`config.mk`:
```
export PLATFORM = sky130hd
export DESIGN_NAME = doorbell_unit
export DESIGN_NICKNAME = d
export VERILOG_FILES = /design/src/rtl/dbell_pkg.sv /design/src/rtl/dbell_trig_decode.sv /design/src/rtl/dbell_prv_decode.sv /design/src/rtl/dbell_cpu_slot.sv /design/src/rtl/dbell_read_mux.sv /design/src/rtl/doorbell_unit.sv
export SDC_FILE = /design/constraint.sdc
export NUM_CORES = 1
export LEC_CHECK = 0
export BUFFER_PORTS_ARGS = -buffer_cell sky130_fd_sc_hd__buf_2
export CAP_MARGIN = 5
export CORE_MARGIN = 2
export CORE_UTILIZATION = 51
export CTS_CLUSTER_SIZE = 40
export DETAILED_ROUTE_END_ITERATION = 8
export GPL_ROUTABILITY_DRIVEN = 0
export GPL_TIMING_DRIVEN = 0
export PLACE_DENSITY = 0.78
export SLEW_MARGIN = 20
export SYNTH_ARGS = -nofsm -noshare
export SYNTH_HDL_FRONTEND = slang
export SYNTH_HIERARCHICAL = 1
export SYNTH_SLANG_ARGS = --single-unit
export TNS_END_PERCENT = 50
```
`constraint.sdc`:
```
create_clock -name clk -period 1.52 [get_ports clk]
set_input_delay 0.304 -clock clk [delete_from_list [all_inputs] [get_ports clk]]
set_output_delay 0.304 -clock clk [all_outputs]
set_load 0.02 [all_outputs]
```
`src/rtl/dbell_pkg.sv`:
```
package dbell_pkg;

    localparam int DB_COUNT  = 8;
    localparam int MAP_W     = 8;
    localparam int NUM_W     = 8;
    localparam int OFF_W     = 4;
    localparam int GLB_W     = MAP_W + NUM_W;

    localparam logic [OFF_W-1:0] OFF_TRIGGER = 4'h4;
    localparam logic [OFF_W-1:0] OFF_CAUSE   = 4'h8;
    localparam logic [OFF_W-1:0] OFF_MASK    = 4'hC;

    typedef logic [DB_COUNT-1:0] db_vec_t;

    typedef enum logic [1:0] {
        PRV_NONE  = 2'd0,
        PRV_CAUSE = 2'd1,
        PRV_MASK  = 2'd2
    } prv_kind_e;

    typedef struct packed {
        prv_kind_e kind;
        db_vec_t   data;
    } prv_req_t;

    typedef struct packed {
        logic               valid;
        logic [MAP_W-1:0]   targets;
        db_vec_t            bell;
    } trig_req_t;

    // One-hot doorbell bit for a number, empty when out of range
    function automatic db_vec_t db_onehot(input logic [NUM_W-1:0] num);
        db_vec_t v;
        v = '0;
        for (int i = 0; i < DB_COUNT; i++) begin
            if (num == NUM_W'(i)) v[i] = 1'b1;
        end
        return v;
    endfunction

endpackage

```
`src/rtl/dbell_trig_decode.sv`:
```
module dbell_trig_decode
    import dbell_pkg::*;
#(
    parameter int NUM_CPUS = 4
) (
    input  logic                         glb_wr,
    input  logic [OFF_W-1:0]             glb_offset,
    input  logic [GLB_W-1:0]             glb_data,
    output db_vec_t [NUM_CPUS-1:0]       set_mat
);

    trig_req_t req;

    always_comb begin
        req.valid   = glb_wr && (glb_offset == OFF_TRIGGER);
        req.targets = glb_data[GLB_W-1:NUM_W];
        req.bell    = db_onehot(glb_data[NUM_W-1:0]);
    end

    generate
        for (genvar c = 0; c < NUM_CPUS; c++) begin : g_cpu
            always_comb begin
                set_mat[c] = (req.valid && req.targets[c]) ? req.bell : '0;
            end
        end
    endgenerate

endmodule

```
`src/rtl/dbell_prv_decode.sv`:
```
module dbell_prv_decode
    import dbell_pkg::*;
#(
    parameter int NUM_CPUS = 4,
    localparam int CPU_W   = (NUM_CPUS > 1) ? $clog2(NUM_CPUS) : 1
) (
    input  logic                         prv_wr,
    input  logic [CPU_W-1:0]             prv_cpu,
    input  logic [OFF_W-1:0]             prv_offset,
    input  db_vec_t                      prv_data,
    output prv_req_t [NUM_CPUS-1:0]      req_vec
);

    prv_kind_e kind;

    always_comb begin
        kind = PRV_NONE;
        if (prv_wr) begin
            if (prv_offset == OFF_CAUSE)     kind = PRV_CAUSE;
            else if (prv_offset == OFF_MASK) kind = PRV_MASK;
        end
    end

    generate
        for (genvar c = 0; c < NUM_CPUS; c++) begin : g_cpu
            always_comb begin
                req_vec[c].data = prv_data;
                req_vec[c].kind = (prv_cpu == CPU_W'(c)) ? kind : PRV_NONE;
            end
        end
    endgenerate

endmodule

```
`src/rtl/dbell_cpu_slot.sv`:
```
module dbell_cpu_slot
    import dbell_pkg::*;
(
    input  logic     clk,
    input  logic     rst,
    input  db_vec_t  set_vec,
    input  prv_req_t req,
    output db_vec_t  cause_q,
    output db_vec_t  mask_q,
    output logic     irq_q
);

    db_vec_t cause_nxt;
    db_vec_t mask_nxt;

    always_comb begin
        cause_nxt = cause_q;
        if (req.kind == PRV_CAUSE) cause_nxt = cause_q & req.data;
        // new doorbells are applied after the clear so none is lost
        cause_nxt = cause_nxt | set_vec;
        mask_nxt  = (req.kind == PRV_MASK) ? req.data : mask_q;
    end

    always_ff @(posedge clk) begin
        if (rst) begin
            cause_q <= '0;
            mask_q  <= '0;
            irq_q   <= 1'b0;
        end else begin
            cause_q <= cause_nxt;
            mask_q  <= mask_nxt;
            irq_q   <= |(cause_q & mask_q);
        end
    end

endmodule

```
`src/rtl/dbell_read_mux.sv`:
```
module dbell_read_mux
    import dbell_pkg::*;
#(
    parameter int NUM_CPUS = 4,
    localparam int CPU_W   = (NUM_CPUS > 1) ? $clog2(NUM_CPUS) : 1
) (
    input  logic [CPU_W-1:0]        rd_cpu,
    input  logic [OFF_W-1:0]        rd_offset,
    input  db_vec_t [NUM_CPUS-1:0]  cause_mat,
    input  db_vec_t [NUM_CPUS-1:0]  mask_mat,
    output db_vec_t                 rd_data
);

    always_comb begin
        rd_data = '0;
        for (int c = 0; c < NUM_CPUS; c++) begin
            if (rd_cpu == CPU_W'(c)) begin
                if (rd_offset == OFF_CAUSE)     rd_data = cause_mat[c];
                else if (rd_offset == OFF_MASK) rd_data = mask_mat[c];
            end
        end
    end

endmodule

```
`src/rtl/doorbell_unit.sv`:
```
module doorbell_unit
    import dbell_pkg::*;
#(
    parameter int NUM_CPUS = 4,
    localparam int CPU_W   = (NUM_CPUS > 1) ? $clog2(NUM_CPUS) : 1
) (
    input  logic                 clk,
    input  logic                 rst,
    input  logic                 glb_wr,
    input  logic [OFF_W-1:0]     glb_offset,
    input  logic [GLB_W-1:0]     glb_data,
    input  logic                 prv_wr,
    input  logic [CPU_W-1:0]     prv_cpu,
    input  logic [OFF_W-1:0]     prv_offset,
    input  logic [DB_COUNT-1:0]  prv_data,
    input  logic [CPU_W-1:0]     rd_cpu,
    input  logic [OFF_W-1:0]     rd_offset,
    output logic [DB_COUNT-1:0]  rd_data,
    output logic [NUM_CPUS-1:0]  db_irq
);

    db_vec_t  [NUM_CPUS-1:0] set_mat;
    prv_req_t [NUM_CPUS-1:0] req_vec;
    db_vec_t  [NUM_CPUS-1:0] cause_mat;
    db_vec_t  [NUM_CPUS-1:0] mask_mat;

    dbell_trig_decode #(.NUM_CPUS(NUM_CPUS)) trig_i (
        .glb_wr     (glb_wr),
        .glb_offset (glb_offset),
        .glb_data   (glb_data),
        .set_mat    (set_mat)
    );

    dbell_prv_decode #(.NUM_CPUS(NUM_CPUS)) prv_i (
        .prv_wr     (prv_wr),
        .prv_cpu    (prv_cpu),
        .prv_offset (prv_offset),
        .prv_data   (prv_data),
        .req_vec    (req_vec)
    );

    generate
        for (genvar c = 0; c < NUM_CPUS; c++) begin : g_slot
            dbell_cpu_slot slot_i (
                .clk     (clk),
                .rst     (rst),
                .set_vec (set_mat[c]),
                .req     (req_vec[c]),
                .cause_q (cause_mat[c]),
                .mask_q  (mask_mat[c]),
                .irq_q   (db_irq[c])
            );
        end
    endgenerate

    dbell_read_mux #(.NUM_CPUS(NUM_CPUS)) rd_i (
        .rd_cpu    (rd_cpu),
        .rd_offset (rd_offset),
        .cause_mat (cause_mat),
        .mask_mat  (mask_mat),
        .rd_data   (rd_data)
    );

endmodule

```
# == Word-level counts from Yosys, hierarchy flattened ==
# Index checks and enable logic that the tools add are counted.
# classes
add_sub_neg,0
multipliers,0
div,0
order_cmp,0
eq_ne,26
shift,0
muxes,35
bitwise,12
reduce_logical,12
# op_table
operator,count
8-bit 2-to-1 mux,20
8-bit AND,8
8-bit by 3-bit == test with 1-bit output (second input constant),4
8-bit bitwise OR,4
8-bit OR reduction,4
2-bit == test (second input constant),8
4-bit == test (second input constant),4
8-bit by 2-bit == test with 1-bit output (second input constant),2
2-bit 2-to-1 mux,7
2-bit by 1-bit == test with 1-bit output (second input constant),6
8-bit by 1-bit == test with 1-bit output (second input constant),1
8-bit zero test,1
1-bit 2-to-1 mux,8
1-bit logical AND,5
4-bit by 3-bit == test with 1-bit output (second input constant),1
2-bit zero test,2
# totals
register_bits,68
latch_bits,0
ram_bits,0
rom_bits,0
in_bits,44
output_inout_bits,12
word_cells,97
memories,0

# == Logic depth before layout (Yosys ltp) ==
# logic_depth
depth_word,13
ltp_mapped,7
ltp_nobuf,5

# == Cells and area by module ==
# The synthesis kept the hierarchy.
# modules_own_cells
mod,n_inst,cells_per_inst,area_per_inst_um2,seq_area_each_um2
dbell_cpu_slot,4,67,633.1,340.3
dbell_read_mux,1,69,720.7,0.0
dbell_trig_decode,1,55,372.9,0.0
dbell_prv_decode,1,45,336.6,0.0

# == Worst setup path before layout ==
# No wires, ideal clock.
# synth_timing
path_kind,input to register
start,input glb_offset[1]
end,register g_slot[2].slot_i.cause_q[2]
setup_time_ns,0.070
arrival_time_ns,1.498
required_ns,1.450
slack_ns,-0.048
path_stages,6
n_path_buf,2
cell_sequence,or4b_1 -> buf_2 -> buf_6 -> nor4_1 -> inv_1 -> a21oi_1
# synth_rtl
element,line,rtl
start: declaration,doorbell_unit.sv:10,"input logic [OFF_W-1:0] glb_offset,"
end signal: assignment,dbell_cpu_slot.sv:30,cause_q <= cause_nxt;
end: declaration,dbell_cpu_slot.sv:8,"output db_vec_t cause_q,"

# == Worst setup path in the final report ==
# layout_timing
start,register g_slot[1].slot_i.cause_q[4]
end,output rd_data[4]
# layout_via
elab_chain_len,8
# layout_lines
element,line,rtl
start: declaration,dbell_cpu_slot.sv:8,
start signal: assignment,dbell_cpu_slot.sv:30,
8-bit 2-to-1 mux (*),dbell_read_mux.sv:18,if (rd_offset == OFF_CAUSE) rd_data = cause_mat[c];
8-bit 2-to-1 mux (*),dbell_read_mux.sv:17,if (rd_cpu == CPU_W'(c)) begin
8-bit 2-to-1 mux,dbell_read_mux.sv:19,else if (rd_offset == OFF_MASK) rd_data = mask_mat[c];
8-bit 2-to-1 mux,dbell_read_mux.sv:18,
8-bit 2-to-1 mux (*),dbell_read_mux.sv:17,
8-bit 2-to-1 mux,dbell_read_mux.sv:19,
8-bit 2-to-1 mux,dbell_read_mux.sv:18,
8-bit 2-to-1 mux (*),dbell_read_mux.sv:17,
end: declaration,doorbell_unit.sv:18,"output logic [DB_COUNT-1:0] rd_data,"
# Mark *: on every way between the ends. The rest lies on a longest branch, timed or not.

==> impl_metrics.tcl <==
set metrics [dict create \
    max_freq_mhz 537.8 \
    antenna_cells 0 \
    p_seq_share_pct 46.2 \
    die_w_um 92.15 \
    outcome "complete, but fails checks" \
    crit_arrival_ns 1.56 \
    cp-end-kind "output port" \
    viasPerCell 5.932 \
    drt_wl_total_um 11200 \
    portBuffers 41 \
    power_density_nw_per_um2 790.3 \
    fin_crit_ns 1.860 \
    required_ns 1.22 \
    p_sw_share_pct 24.98 \
    crit_fanout 3 \
    drive_gt1_share_pct 42.05 \
    syn-mean-instance-area_um2 9.068 \
    cts_buffers 9 \
    syn_area_um2 3963 \
    vias 3553 \
    pwr-share-clk_pct 43.0 \
    setup_ws_ns -0.3395 \
    rsz0062_at_grt "yes" \
    max-cap-violations 0 \
    postRouteAntennaNets 0 \
    grt_start_max_net_pins 13 \
    grt_pass1_vias 3518 \
    ios 56 \
    grt.total_usage_pct 27.38 \
    drt_pass1_iterations 4 \
    holdBufCountCts 0 \
    relSlewSlack_pct 58.86 \
    clk_latency_ns 0.34 \
    synth_seq_cells 68 \
    clock_skew_ns 0.007515 \
    fillCellCount 618 \
    place_hpwl_um 8162 \
    grt_overflow_total 0 \
    combPwrFrac_pct 10.8 \
    ys_types 39 \
    setup_viol 8 \
    min_path_type "in2reg" \
    worst_slew_pin_slew_ns 0.6171 \
    start_util_pct 52.09 \
    setup_tns_ns -2.257 \
    clock_sinks 68 \
    synth_ff_type "dfxtp_1" \
    final_nets 536 \
    synth_edf_count 0 \
    antenna_found_initial 0 \
    tritoncts "done" \
    crit_type "reg2out" \
    cts-root-buf "clkbuf_8" \
    dr.first_iter.drc_count 190 \
    area_growth_pct 23.49 \
    ir_drop_mv 0.7034 \
    drc 0 \
    syn_inst 437 \
    p_leak_nw 1.960 \
    min_period_over_period_pct 122.3 \
    violations "negative setup slack" \
    cts_htree_levels 3 \
    synthArstFlopShare_pct 0 \
    wl_per_cell_um 18.70 \
    startpoint_type "flip-flop" \
    ys_seq_area_share_pct 34.35 \
    fin_util_pct 64.33 \
    cts_buffer_depth 2 \
    hold_viol_final 0 \
    rows 32 \
    yosys_warnings 6 \
    drv_slew 0 \
    p_int_mw 2.901 \
    die_area_um2 8491 \
    clkTransAtPathRegs_ns 0.08 \
    core_area_um2 7607 \
    p_sw_mw 0.9661 \
    grt_pass1_wl_um 17930 \
    die_y_um 92.15 \
    syn_nets 481 \
]
## cells in the final DEF (no fill, tap or decap), types with 4 or more instances in the layout
| cell | instances |
|---|---|
| a21oi_1 | 32 |
| a221oi_2 | 6 |
| a22oi_1 | 16 |
| a41oi_1 | 4 |
| buf_2 | 39 |
| buf_4 | 48 |
| buf_6 | 13 |
| clkbuf_2 | 4 |
| clkbuf_8 | 9 |
| dfxtp_1 | 45 |
| dfxtp_2 | 23 |
| inv_1 | 33 |
| mux2_2 | 8 |
| mux2i_1 | 38 |
| mux4_2 | 4 |
| nand2_1 | 9 |
| nand2b_1 | 7 |
| nand2b_2 | 4 |
| nand4bb_1 | 4 |
| nor2_1 | 34 |
| nor4_1 | 8 |
| nor4_2 | 22 |
| o21ai_0 | 38 |
| o221ai_2 | 5 |
| or2b_1 | 4 |
## layer usage
| metal | global-route usage, % | vias up | share of wire, % |
|---|---|---|---|
| li1 | - | 1661 | - |
| met1 | 33.30 | 1746 | 40 |
| met2 | 47.92 | 124 | 52 |
| met3 | 5.012 | 22 | 5.5 |
| met4 | 10.57 | 0 | 2.6 |
| met5 | 0 | - | 0 |
## what timing repair did
item,CTS,global route
buffers inserted,5,0
gates resized for setup,28,44
endpoints found under the setup margin,10,52
pin swaps,4,3
## power by group through the flow
stage | Combinational [mW] | Sequential (mW) | Clock [mW]
after floorplan | 0.261 | 1.83 | 0
after global placement | 0.362 | 1.83 | 0
after detailed placement | 0.372 | 1.83 | 0
after CTS | 0.386 | 1.79 | 1.68
after global routing | 0.449 | 1.79 | 1.76
final | 0.419 | 1.79 | 1.66
## metrics by stage
stage	worst slack (ns)	power (mW)	instance area [um2]	hold slack (ns)	instances
floorplan	-0.04447	2.088	4084	0.4618	437
global placement	-0.3946	2.190	4417	0.4790	580
detailed placement	-0.4026	2.200	4417	0.4802	580
CTS	-0.3335	3.850	4738	0.1938	601
global route	-0.3809	4.000	4893	0.1913	599
finish	-0.3395	3.867	4893	0.2002	599
## cell usage after synthesis, types with 6 or more instances
cell	number	share of area, %
buf_4	33	6.3
mux2_1	6	1.7
o21ai_0	38	4.8
inv_1	33	3.1
nor4_1	31	4.9
nand2_1	9	0.85
dfxtp_1	68	34
a221oi_2	6	2.3
buf_6	12	3.4
mux2i_1	38	9.6
nor2_1	34	3.2
buf_2	8	1.0
nand2b_1	11	1.7
a21oi_1	32	4.0
mux2_2	6	1.7
a22oi_1	16	3.0
## final cells by class
| class | instances | area, um2 | area share (%) |
|---|---|---|---|
| clock inverters | 6 | 87.58 | 1.790 |
| inverters | 33 | 123.9 | 2.531 |
| well taps | 102 | 127.6 | 2.608 |
| repair buffers | 46 | 262.8 | 5.369 |
| clock buffers | 10 | 127.6 | 2.608 |
| flip-flops and latches | 68 | 1390 | 28.41 |
| multi-input cells | 273 | 2292 | 46.84 |
| plain buffers | 61 | 481.7 | 9.844 |
## critical path: stages, from the launching register on
cell	delay [ns]
dfxtp_1	0.33
or4bb_1	0.49
o221ai_2	0.10
a221oi_2	0.12
buf_4	0.18
## state kept, by name, indices dropped and copies added, names as in the netlist
register,count
g_slot.slot_i/cause_q,32
g_slot.slot_i/mask_q,32
g_slot.slot_i/irq_q,4
## kinds of logic (layout without fill, tap and decap cells)
logic type      Yosys count  after routing  synth area share (%)
buf+inv                  96            156                 14.90
compound gates          104            104                 17.05
simple gates            115            115                 18.31
flops                    68             68                 34.35
mux                      54             54                 15.38
## final timing paths
path	from	to	slack, ns	depth (start not counted)
worst max-delay path	g_slot[1].slot_i/cause_q[4]	rd_data[4]	-0.34	4
worst min-delay path	prv_data[1]	g_slot[2].slot_i/mask_q[1]	0.20	3
worst max register to register	g_slot[3].slot_i/mask_q[1]	g_slot[3].slot_i/irq_q	0.55	3
worst min register to register	g_slot[0].slot_i/cause_q[7]	g_slot[0].slot_i/cause_q[7]	0.49	2
No activity file was read; power rests on OpenSTA's default activity.
